**config.mk**
```make
export PLATFORM = sky130hd
export DESIGN_NAME = standby_buf_ctrl
export DESIGN_NICKNAME = d
export VERILOG_FILES = /design/src/rtl/sbc_pkg.sv /design/src/rtl/sbc_drive_reg.sv /design/src/rtl/sbc_shadow.sv /design/src/rtl/sbc_buf_decode.sv /design/src/rtl/standby_buf_ctrl.sv
export SDC_FILE = /design/constraint.sdc
export NUM_CORES = 1
export LEC_CHECK = 0
export ABC_CLOCK_PERIOD_IN_PS = 800
export BUFFER_PORTS_ARGS = -buffer_cell sky130_fd_sc_hd__clkbuf_2
export CORE_MARGIN = 8
export CORE_UTILIZATION = 43
export DETAILED_ROUTE_END_ITERATION = 8
export PLACE_DENSITY = 0.8
export SLEW_MARGIN = 5
export SYNTH_ARGS = -nofsm -noshare
export SYNTH_HDL_FRONTEND = slang
export SYNTH_SLANG_ARGS = --single-unit
```
**constraint.sdc**
```tcl
create_clock -name clk_i -period 0.8 [get_ports clk_i]
set_input_delay 0.16 -clock clk_i [delete_from_list [all_inputs] [get_ports clk_i]]
set_output_delay 0.16 -clock clk_i [all_outputs]
set_load 0.1 [all_outputs]
```
**src/rtl/sbc_pkg.sv**
```systemverilog
package sbc_pkg;

    typedef enum logic {
        MODE_RUN  = 1'b0,
        MODE_STBY = 1'b1
    } buf_mode_e;

    typedef struct packed {
        logic obuf;
        logic ibuf;
    } pin_buf_t;

    // Standby table: driver only when output was enabled and mask bit set;
    // receiver only when output was disabled and mask bit set.
    function automatic pin_buf_t stby_lookup(input logic oe, input logic drv);
        pin_buf_t r;
        unique case ({oe, drv})
            2'b00:   r = '{obuf: 1'b0, ibuf: 1'b0};
            2'b01:   r = '{obuf: 1'b0, ibuf: 1'b1};
            2'b10:   r = '{obuf: 1'b0, ibuf: 1'b0};
            default: r = '{obuf: 1'b1, ibuf: 1'b0};
        endcase
        return r;
    endfunction

    function automatic pin_buf_t run_lookup(input logic oe);
        pin_buf_t r;
        r.obuf = oe;
        r.ibuf = ~oe;
        return r;
    endfunction

endpackage

```
**src/rtl/sbc_drive_reg.sv**
```systemverilog
module sbc_drive_reg #(
    parameter int NUM_PINS = 8
) (
    input  logic                clk_i,
    input  logic                rst_ni,
    input  logic                wr_en_i,
    input  logic [NUM_PINS-1:0] wr_data_i,
    output logic [NUM_PINS-1:0] mask_o
);

    localparam logic [NUM_PINS-1:0] MaskReset = {NUM_PINS{1'b1}};

    typedef struct packed {
        logic [NUM_PINS-1:0] mask;
    } reg_state_t;

    reg_state_t state_d, state_q;

    always_comb begin
        state_d = state_q;
        if (wr_en_i) begin
            state_d.mask = wr_data_i;
        end
    end

    always_ff @(posedge clk_i or negedge rst_ni) begin
        if (!rst_ni) begin
            state_q.mask <= MaskReset;
        end else begin
            state_q <= state_d;
        end
    end

    assign mask_o = state_q.mask;

endmodule

```
**src/rtl/sbc_shadow.sv**
```systemverilog
module sbc_shadow #(
    parameter int NUM_PINS = 8
) (
    input  logic                clk_i,
    input  logic                rst_ni,
    input  logic                capture_i,
    input  logic [NUM_PINS-1:0] oe_i,
    input  logic [NUM_PINS-1:0] mask_i,
    output logic [NUM_PINS-1:0] oe_frz_o,
    output logic [NUM_PINS-1:0] mask_frz_o
);

    localparam logic [NUM_PINS-1:0] OeReset   = '0;
    localparam logic [NUM_PINS-1:0] MaskReset = {NUM_PINS{1'b1}};

    typedef struct packed {
        logic [NUM_PINS-1:0] oe;
        logic [NUM_PINS-1:0] mask;
    } shadow_t;

    shadow_t shadow_d, shadow_q;

    always_comb begin
        shadow_d = shadow_q;
        if (capture_i) begin
            shadow_d.oe   = oe_i;
            shadow_d.mask = mask_i;
        end
    end

    always_ff @(posedge clk_i or negedge rst_ni) begin
        if (!rst_ni) begin
            shadow_q.oe   <= OeReset;
            shadow_q.mask <= MaskReset;
        end else begin
            shadow_q <= shadow_d;
        end
    end

    assign oe_frz_o   = shadow_q.oe;
    assign mask_frz_o = shadow_q.mask;

endmodule

```
**src/rtl/sbc_buf_decode.sv**
```systemverilog
module sbc_buf_decode
    import sbc_pkg::*;
#(
    parameter int NUM_PINS = 8
) (
    input  buf_mode_e           mode_i,
    input  logic [NUM_PINS-1:0] oe_live_i,
    input  logic [NUM_PINS-1:0] oe_frz_i,
    input  logic [NUM_PINS-1:0] mask_frz_i,
    output logic [NUM_PINS-1:0] obuf_en_o,
    output logic [NUM_PINS-1:0] ibuf_en_o
);

    for (genvar p = 0; p < NUM_PINS; p++) begin : g_pin
        pin_buf_t sel;
        always_comb begin
            if (mode_i == MODE_STBY) begin
                sel = stby_lookup(oe_frz_i[p], mask_frz_i[p]);
            end else begin
                sel = run_lookup(oe_live_i[p]);
            end
        end
        assign obuf_en_o[p] = sel.obuf;
        assign ibuf_en_o[p] = sel.ibuf;
    end

endmodule

```
**src/rtl/standby_buf_ctrl.sv**
```systemverilog
module standby_buf_ctrl
    import sbc_pkg::*;
#(
    parameter int NUM_PINS = 8
) (
    input  logic                clk_i,
    input  logic                rst_ni,
    input  logic                wr_en_i,
    input  logic [NUM_PINS-1:0] wr_data_i,
    output logic [NUM_PINS-1:0] rd_data_o,
    input  logic                stby_enter_i,
    input  logic                stby_active_i,
    input  logic [NUM_PINS-1:0] dir_oe_i,
    output logic [NUM_PINS-1:0] obuf_en_o,
    output logic [NUM_PINS-1:0] ibuf_en_o
);

    logic [NUM_PINS-1:0] mask;
    logic [NUM_PINS-1:0] oe_frz;
    logic [NUM_PINS-1:0] mask_frz;
    buf_mode_e           mode;

    assign mode = stby_active_i ? MODE_STBY : MODE_RUN;

    sbc_drive_reg #(.NUM_PINS(NUM_PINS)) u_reg (
        .clk_i     (clk_i),
        .rst_ni    (rst_ni),
        .wr_en_i   (wr_en_i),
        .wr_data_i (wr_data_i),
        .mask_o    (mask)
    );

    sbc_shadow #(.NUM_PINS(NUM_PINS)) u_shadow (
        .clk_i      (clk_i),
        .rst_ni     (rst_ni),
        .capture_i  (stby_enter_i),
        .oe_i       (dir_oe_i),
        .mask_i     (mask),
        .oe_frz_o   (oe_frz),
        .mask_frz_o (mask_frz)
    );

    sbc_buf_decode #(.NUM_PINS(NUM_PINS)) u_dec (
        .mode_i     (mode),
        .oe_live_i  (dir_oe_i),
        .oe_frz_i   (oe_frz),
        .mask_frz_i (mask_frz),
        .obuf_en_o  (obuf_en_o),
        .ibuf_en_o  (ibuf_en_o)
    );

    assign rd_data_o = mask;

endmodule

```
[Yosys cells after proc, flatten, opt, wreduce, memory -nomap -nowiden]
Index checks and enable logic that the tools add are counted.
Widths: inputs -> output; s select.
Word-level totals
  bits in registers: 24
  latch bits: 0
  bits in writable memories: 0
  memory bits (read-only): 0
  input port bits: 21
  memories kept: 0
Operators by class
  $add $sub $neg: 0
  multipliers: 0
  div/mod/pow operators: 0
  order comparisons: 0
  equal/unequal tests: 16
  shifts and indexed selects: 0
  mux-type cells: 17
  bitwise logic cells: 8
  reductions and logical operators: 16
Operators with widths (number)
  $pmux 2 s2: 8
  $eq 2x1->1 const B: 8
  $eq 2x2->1 const B: 8
  $logic_not 2->1: 8
  $mux 2: 8
  $reduce_or 2->1: 8
  $not 1->1: 8
  $mux 1: 1

[Logic depth before layout (Yosys ltp)]
Gate-level depths: netlist (run 1).
  word-level depth: 4
  mapped depth: 3
  mapped depth without buffers: 2

[Modules after synthesis]
A second synthesis (run 1) with hierarchy kept.
Second synthesis, totals
  cells, all modules: 94
  area total of the unflattened synthesis: 1273.7 µm²
Modules (own cells, without submodules)
  sbc_shadow: instances 1, cells an instance 34, area an instance 659.4 µm², seq. area each 410.4 µm²
  sbc_drive_reg: instances 1, cells an instance 17, area an instance 341.6 µm², seq. area each 210.2 µm²
  sbc_buf_decode: instances 1, cells an instance 43, area an instance 272.8 µm², seq. area each 0.0 µm²

[Least setup slack after synthesis (run 1)]
Ideal clock, no wire load.
  path type: input-to-output
  from: input port stby_active_i
  to: output port ibuf_en_o[5]
  arrival: 2.436 ns
  required time: 0.640 ns
  path slack: -1.796 ns
  stages: 2
  path buffers: 1
  cell sequence: buf_2 -> o21ai_0
On the way
  word-level cells in the longest chain between the ends: 2
Ends and longest elaborated chain
  start, declared: RTL line standby_buf_ctrl.sv:12  | input logic stby_active_i,
  $mux 1: RTL line standby_buf_ctrl.sv:23  | assign mode = stby_active_i ? MODE_STBY : MODE_RUN;
  $mux 2: RTL line sbc_buf_decode.sv:17  | if (mode_i == MODE_STBY) begin
  end, declared: RTL line standby_buf_ctrl.sv:15  | output logic [NUM_PINS-1:0] ibuf_en_o
No other way between the ends.

[Final worst setup path (run 1)]
  from: register u_shadow.shadow_q, in the netlist u_shadow.mask_frz_o[4]
  to: output port ibuf_en_o[4]
On the way
  word-level cells in the longest chain between the ends: 4
  elaborated cells on any way between the ends: 6
  those cells by class: eq/ne (2); mux (2); reduce/logical (2)
Ends and longest elaborated chain
  start, declared: RTL line sbc_shadow.sv:21  | shadow_t shadow_d, shadow_q;
  start signal, assigned: RTL line sbc_shadow.sv:36  | shadow_q <= shadow_d;
  $eq 2x2->1 or $logic_not 2->1 (tied branches): RTL line sbc_pkg.sv:17  | unique case ({oe, drv})
  $reduce_or 2->1 (no source line)
  $pmux 2 s2 *: RTL line sbc_pkg.sv:17
  $mux 2 *: RTL line sbc_buf_decode.sv:17
Every way passes the cells marked *; elsewhere a longest branch is shown, timed or not.

==> run metrics, run 1 <==
total CTS buffers 3; wire per inst 22.07 um; vias in the first global route roughly 1100; Max-Cap Viols 0; cell count after placement approximately 180; Synth Net Count roughly 120; setup_tns -17770 ps; Crit Path Max Fanout 3; syn_area_per_cell ~12 um^2; H-tree depth 1; IO Port Bufs 44; fin cells between 150 and 200; clock-pin transition on the worst setup and hold timing paths roughly 150 ps; routability cong. ~0.72; Final Hold Viols 0; die span in x around 70 um; GRT overflow 0; Setup Crit Path Kind register to primary output; headroom to the max-slew limit about 88%; Synth cell types 13; drt drc 0; maximum clock path buffer count 2; chip height between 60 and 70 um; most common cell after layout, fill and taps aside buf_12; FMAX 659.4 MHz; leakage 1.048 nW; Via Count a little over 1000; Critical R2R Capture u_shadow.mask_frz_o[1]$_DFFE_PN1P_; row count 19; io pins 45; setup ws final -716.6 ps; WL final 4172 um; cell area after synthesis between 1000 and 1500 um^2; Tot Pwr about 5.0 mW; largest net degree at the start of global routing 25; root buffer cell clkbuf_4; FFs w/ async S/R, synth 100.0%; die area approximately 4700 um^2; status finished, violations left; Post-DP HPWL roughly 2700 um; clock sink total 24; Critical Path Sink ibuf_en_o[4]; Worst R2R Start u_shadow.mask_frz_o[1]$_DFFE_PN1P_; CTS tree done; sequential area share after synthesis between 50% and 60%; most frequent cells in the layout 28 x buf_12, 21 x mux2_4, 20 x clkbuf_2, 10 x o21ai_4, 9 x buf_6; Tightest Pin Transition approximately 180 ps; Nets 180; DRT iter0 DRCs between 40 and 50; Skew-Pair Late Insertion Delay between 300 and 400 ps; hold crit path type input port to register; internal reg-to-reg setup slack -170 ps; Filler cells 111; Post-synth EDFFs 0; unrepaired setup endpoints after global routing true; Post-Layout Inst Area ~2300 um^2; area growth from synthesis to layout 100.0%; number of routed nets with antenna violations 0; Max IR drop VDD roughly 2.0 mV; Crit. End Element primary output; Final Core Density slightly below 90%; top_reg_cell synth dfstp_2; share of cells above drive strength 1 86.08%; worst endpoint required time 640 ps; vias per std cell ~5.3; Ant. Diodes 0; Pins Over Slew Limit 0; min-delay src wr_data_i[2]; startpoint class of the critical path register; Tmin final roughly 1500 ps; router iterations before antenna repair 4; fin crit share 189.6%; Synth Instances 94; Yosys Warn Count 0; CP Data Arrival Time 1360 ps; pre-CTS setup slack -331.5 ps; core area roughly 2700 um^2; Pwr Density 2112 nW/um^2; overall routing resource usage 18.36%; Yosys reg bits 24; Clock Skew ~15 ps; initial antenna violation count 0; CP startpoint u_shadow.mask_frz_o[4]$_DFFE_PN1P_; Final setup viols 47; Fin Hold WS 46.76 ps; failing checks negative setup slack; Initial Util a little over two fifths; first-pass GRT wire length roughly 6200 um; r2r worst-path depth 3; Placed Area 2201 um^2
==> power breakdown <==
part           total, mW  switching [mW]  leakage, nW  internal, mW
combinational       2.41            1.39        0.757          1.02
sequential          1.65           0.181        0.262          1.46
clock              0.911           0.404       0.0279         0.507
==> registers in the layout (all words and copies together) (netlist names) <==
name                 cells
u_shadow.oe_frz_o        8
u_shadow.mask_frz_o      8
u_reg.mask_o             8
==> Yosys cell counts, types with 2 or more instances <==
cell,number,area (um^2)
o22ai_1,6,37.54
inv_1,8,30.03
mux2_4,10,150.1
nand2_1,6,22.52
dfrtp_1,8,200.2
o21ai_0,10,50.05
buf_2,4,20.02
dfstp_2,16,420.4
mux2_2,14,157.7
nand3_1,8,40.04
nand3b_1,2,15.01
==> cell families (layout without fill, tap and decap cells) <==
group | after synthesis | after routing | share of synthesized area, %
muxes | 24 | 24 | 26.20
DFF | 24 | 24 | 52.82
buffers and inverters | 14 | 78 | 6.922
and+or+nand+nor | 16 | 16 | 6.602
AOI/OAI and AO/OA | 16 | 16 | 7.455
==> final cells by class <==
| class | count | area, um^2 | area share [%] |
|---|---|---|---|
| Clock inverter | 1 | 30.03 | 1.278 |
| Sequential cell | 24 | 654.4 | 27.85 |
| Tap cell | 31 | 38.79 | 1.651 |
| Inverter | 8 | 30.03 | 1.278 |
| Clock buffer | 3 | 22.52 | 0.9585 |
| Timing Repair Buffer | 66 | 832.0 | 35.41 |
| Multi-Input combinational cell | 56 | 742.0 | 31.58 |
==> critical path, cell delays in order (launching register included) <==
cell and delay, ps:
dfstp_2 580, nand3b_1 150, o21ai_4 110, buf_12 190
==> worst min path at each step <==
stage,cells past startpoint,to,slack (ps)
finish,2,u_reg.mask_o[2]$_DFFE_PN1P_,50
global route,2,u_reg.mask_o[2]$_DFFE_PN1P_,30
CTS,2,u_reg.mask_o[1]$_DFFE_PN1P_,40
detailed placement,2,u_shadow.oe_frz_o[3]$_DFFE_PN0P_,130
global placement,2,u_shadow.oe_frz_o[1]$_DFFE_PN0P_,110
floorplan,0,u_shadow.oe_frz_o[0]$_DFFE_PN0P_,-140
==> layer usage <==
metal / global-route usage, % / vias up / part of all wire (%)
met4: 7.161 / 0 / 1.7
met3: 2.291 / 7 / 3.9
met5: 0 / - / 0
li1: - / 459 / -
met1: 19.41 / 517 / 37
met2: 35.64 / 27 / 57
==> timing repair <==
action / CTS / global route
hold endpoints to repair: 24 / 0
hold buffers: 1 / 0
resized for setup: 15 / 10
setup buffers: 3 / 6
pin swaps: 1 / 0
setup endpoints to repair: 47 / 48
No activity file was read; power rests on OpenSTA's default activity.
==> run 2: changes to the inputs <==
--- a/config.mk
+++ b/config.mk
@@ -5,12 +5,14 @@
 export SDC_FILE = /design/constraint.sdc
 export NUM_CORES = 1
 export LEC_CHECK = 0
+export ABC_AREA = 1
 export ABC_CLOCK_PERIOD_IN_PS = 800
 export BUFFER_PORTS_ARGS = -buffer_cell sky130_fd_sc_hd__clkbuf_2
 export CORE_MARGIN = 8
-export CORE_UTILIZATION = 43
+export CORE_UTILIZATION = 44
 export DETAILED_ROUTE_END_ITERATION = 8
-export PLACE_DENSITY = 0.8
+export MAX_ROUTING_LAYER = met4
+export PLACE_DENSITY = 0.81
 export SLEW_MARGIN = 5
 export SYNTH_ARGS = -nofsm -noshare
 export SYNTH_HDL_FRONTEND = slang
==> run 2 against run 1 <==
Effect of this change: the flow now stops in clock tree synthesis (4_1_cts); synthesized cell count increased by 70%; area after synthesis rose by 7.0%.
==> run metrics, run 2 <==
Post-synth EDFFs 0 (unchanged); routability cong. 0.6853 (-4.8%); Yosys Warn Count 0 (unchanged); io pins 45 (unchanged); status did not finish; Post-CTS Hold Buffers 1 (unchanged); cell area after synthesis 1257 um^2 (+7.0%); Post-CTS Repair Setup Buffers 9 (+6); Yosys reg bits 24 (unchanged); sequential area share after synthesis 49.35% (-3.5 points); Initial Util 46.00% (+2.3 points); Commonest cells post-synth 46 x nand2_1, 32 x inv_1, 24 x o21ai_0; Synth cell types 12 (-1); most instantiated library cell after synthesis nand2_1; H-tree depth 1 (unchanged); top_reg_cell synth dfstp_2; Synth Instances 160 (+70%); root buffer cell clkbuf_4; total CTS buffers 3 (unchanged); Post-DP HPWL 3555 um (+33%); syn_area_per_cell 7.859 um^2 (-37%); First Error [ERROR DPL-0033] detailed placement checks failed during check placement.; chip height 69.46 um (+1.7%); FFs w/ async S/R, synth 100.0% (unchanged); CTS resizes 32 (+17); share of the synthesized area in the top cell type 33.43% (-2.3 points); IO Port Bufs 44 (unchanged); Failed at clock tree synthesis (4_1_cts); row count 19 (unchanged); maximum clock path buffer count 2 (unchanged); die span in x 69.46 um (+1.7%); top post-synthesis cells by area dfstp_2 33%, dfrtp_1 16%, nand2_1 14%; cell taking the most area after synthesis dfstp_2; clock sink total 24 (unchanged); Synth Net Count 181 (+57%)
-- run 2: cell count changes after synthesis, sizes merged --
cell,previous run,this run
mux2,24,0
nand3,8,16
o21ai,10,24
o22ai,6,0
inv,8,33
nand3b,2,0
nand2,6,56
clkbuf,0,1
-- run 2: through the flow --
| step | instances | hold WS, ps | setup WS, ps | utilization [%] | area (um^2) |
|---|---|---|---|---|---|
| after floorplan | 160 | -135.6 | -196.3 | - | 1757 |
| after global placement | 248 | 105.6 | -309.2 | 90.89 | 2485 |
| after detailed placement | 248 | 132.0 | -351.2 | 90.89 | 2485 |
-- run 2: cell families after synthesis --
logic type,count (synthesis),synth area share [%]
compound gates,24,9.553
buf+inv,40,16.02
flops,24,49.35
simple gates,72,25.08
==> run 3: changes to the inputs <==
--- a/config.mk
+++ b/config.mk
@@ -6,13 +6,12 @@
 export NUM_CORES = 1
 export LEC_CHECK = 0
 export ABC_AREA = 1
-export ABC_CLOCK_PERIOD_IN_PS = 800
+export ABC_CLOCK_PERIOD_IN_PS = 1000
 export BUFFER_PORTS_ARGS = -buffer_cell sky130_fd_sc_hd__clkbuf_2
-export CORE_MARGIN = 8
-export CORE_UTILIZATION = 44
+export CORE_AREA = 8 8 69 71
 export DETAILED_ROUTE_END_ITERATION = 8
-export MAX_ROUTING_LAYER = met4
-export PLACE_DENSITY = 0.81
+export DIE_AREA = 0 0 77 79
+export PLACE_DENSITY_LB_ADDON = 0.15
 export SLEW_MARGIN = 5
 export SYNTH_ARGS = -nofsm -noshare
 export SYNTH_HDL_FRONTEND = slang
==> constraint.sdc (replaced) <==
create_clock -name clk_i -period 1 [get_ports clk_i]
set_input_delay 0.2 -clock clk_i [delete_from_list [all_inputs] [get_ports clk_i]]
set_output_delay 0.2 -clock clk_i [all_outputs]
set_load 0.1 [all_outputs]
==> run 3 against run 2 <==
Effect of this change: the flow now finishes, with violations (negative setup slack); area after synthesis is the same; synthesized cell count did not move.
==> run metrics, run 3 <==
status finished, violations left; failing checks negative setup slack; Synth cell types 12 (unchanged); Nets between 200 and 250; router iterations before antenna repair 4; Critical Path Sink ibuf_en_o[7]; clock-pin transition on the worst setup and hold timing paths around 80 ps; Clock Skew approximately 4.3 ps; Yosys reg bits 24 (unchanged); Worst R2R Start u_reg.mask_o[2]$_DFFE_PN1P_; Final setup viols 24; largest family of logic cells by synthesized area simple AND/OR/NAND/NOR gates; FFs w/ async S/R, synth 100.0% (unchanged); Via Count ~1200; headroom to the max-slew limit approximately 80%; CTS tree done; unrepaired setup endpoints after global routing true; startpoint class of the critical path register; CP startpoint u_shadow.mask_frz_o[7]$_DFFE_PN1P_; H-tree depth 1 (unchanged); routability cong. 0.6500 (-5.2%); Final Hold Viols 0; Critical R2R Capture u_shadow.mask_frz_o[2]$_DFFE_PN1P_; Max-Cap Viols 0; row count 23 (+4); share of the synthesized area in the top cell type 33.43% (unchanged); r2r worst-path depth 3; Commonest cells post-synth 46 x nand2_1, 32 x inv_1, 24 x o21ai_0; vias in the first global route about 1300; area growth from synthesis to layout 108.5%; die span in x 77 um (+11%); Pwr Density between 1000 and 1500 nW/um^2; adder-cell share of the synthesized area 0% (unchanged); clock sink total 24 (unchanged); wire per inst between 10 and 15 um; worst endpoint required time around 800 ps; number of routed nets with antenna violations 0; Fin Hold WS around 110 ps; GRT overflow 0; Max IR drop VDD approximately 1.2 mV; internal reg-to-reg setup slack about 30 ps; Post-Layout Inst Area ~2600 um^2; Synth Net Count 181 (unchanged); largest net degree at the start of global routing 33; Tmin final about 1400 ps; Skew-Pair Late Insertion Delay 260 ps; vias per std cell 4.413; leakage ~1.2 nW; sequential area share after synthesis 49.35% (unchanged); compound-cell area share of the yosys netlist 9.552% (unchanged); Final Core Density 69.01%; setup ws final -410.3 ps; root buffer cell clkbuf_8; Placed Area 2521 um^2 (+1.5%); Synth Instances 160 (unchanged); CP Data Arrival Time ~1200 ps; Pins Over Slew Limit 0; top_reg_cell synth dfstp_2; hold crit path type input port to register; area share of and/or/nand/nor cells after synthesis 25.07% (unchanged); initial antenna violation count 0; setup_tns -8577 ps; IO Port Bufs 44 (unchanged); syn_area_per_cell 7.859 um^2 (unchanged); XOR/XNOR share of the synthesized area 0% (unchanged); FMAX 709.1 MHz; total CTS buffers 3 (unchanged); die area roughly 6000 um^2; Post-DP HPWL 2869 um (-19%); io pins 45 (unchanged); Ant. Diodes 0; Yosys Warn Count 0 (unchanged); Setup Crit Path Kind register to primary output; drt drc 0; cell area after synthesis 1257 um^2 (unchanged); Crit Path Max Fanout 3; share of cells above drive strength 1 62.39%; top post-synthesis cells by area dfstp_2 33%, dfrtp_1 16%, nand2_1 14%; Tot Pwr roughly 3.6 mW; first-pass GRT wire length a little under 6000 um; Crit. End Element primary output; most common cell after layout, fill and taps aside nand2_1; Initial Util 33.10% (-13 points); core area 3799 um^2; mux cell area share after synthesis 0% (unchanged); Post-synth EDFFs 0 (unchanged); WL final around 3500 um; most frequent cells in the layout 30 x nand2_1, 28 x buf_12, 24 x inv_1, 20 x clkbuf_2, 19 x buf_4; chip height 79 um (+14%); fin crit share 141.0%; most instantiated library cell after synthesis nand2_1; DRT iter0 DRCs 36; cell taking the most area after synthesis dfstp_2; overall routing resource usage between 10% and 20%; Tightest Pin Transition around 300 ps; maximum clock path buffer count 2 (unchanged)
-- run 3: cell counts after synthesis --
Identical to the previous run, type by type.
-- run 3: final cells by class --
class / count / area [um^2]
clock buffer: 4 / 45.04
fill: 302 / 1177
inverter: 33 / 131.4
multi-input combinational: 96 / 907.1
sequential: 24 / 650.6
tap: 50 / 62.56
timing repair buffer: 69 / 824.5
-- run 3: layer usage --
metal / vias up / global-route usage (%) / part of all wire (%)
met3: 2 / 4.853 / 8.1
li1: 616 / - / -
met1: 570 / 12.21 / 39
met2: 30 / 21.84 / 52
met5: - / 0 / 0
met4: 0 / 2.264 / 0.54
-- run 3: how the worst min path moves through the flow --
stage / from / end / slack (ps) / cells past startpoint
after floorplan: rst_ni / u_shadow.oe_frz_o[0]$_DFFE_PN0P_ / -100 / 0
after detailed placement: rst_ni / u_shadow.oe_frz_o[0]$_DFFE_PN0P_ / 100 / 1
final: wr_data_i[6] / u_reg.mask_o[6]$_DFFE_PN1P_ / 110 / 3
after global routing: wr_data_i[1] / u_reg.mask_o[1]$_DFFE_PN1P_ / 120 / 3
after CTS: wr_data_i[1] / u_reg.mask_o[1]$_DFFE_PN1P_ / 110 / 3
after global placement: rst_ni / u_shadow.oe_frz_o[7]$_DFFE_PN0P_ / 100 / 1
-- run 3: timing repair --
action,in CTS,in global routing
hold buffers,1,0
pin swaps,27,9
hold endpoints to repair,5,0
gates resized for setup,0,8
setup buffers,2,2
setup endpoints to repair,24,30
-- run 3: cells by family (layout without fill, tap and decap cells) --
kind of cell           Yosys count  count (layout)
flip-flops                      24              24
buffers and inverters           40             106
AO/OA/AOI/OAI                   24              24
AND/OR/NAND/NOR                 72              72
-- run 3: metrics by stage --
stage	setup WS, ps	instances
after CTS	-422.9	274
final	-410.3	276
after detailed placement	-203.5	267
after global placement	-178.7	267
after global routing	-456.1	276
after floorplan	-34.52	160
-- run 3: power breakdown --
group	total, mW	leakage, nW	switching [mW]	internal (mW)
Clock	0.574	0.0228	0.289	0.284
Combinational	1.76	0.863	1.09	0.668
Sequential	1.25	0.269	0.115	1.14
-- run 3: worst max-delay path: stages (launching register included) --
cell	delay, ps
dfstp_2	600
nand3_4	110
nand2_8	70
buf_12	160
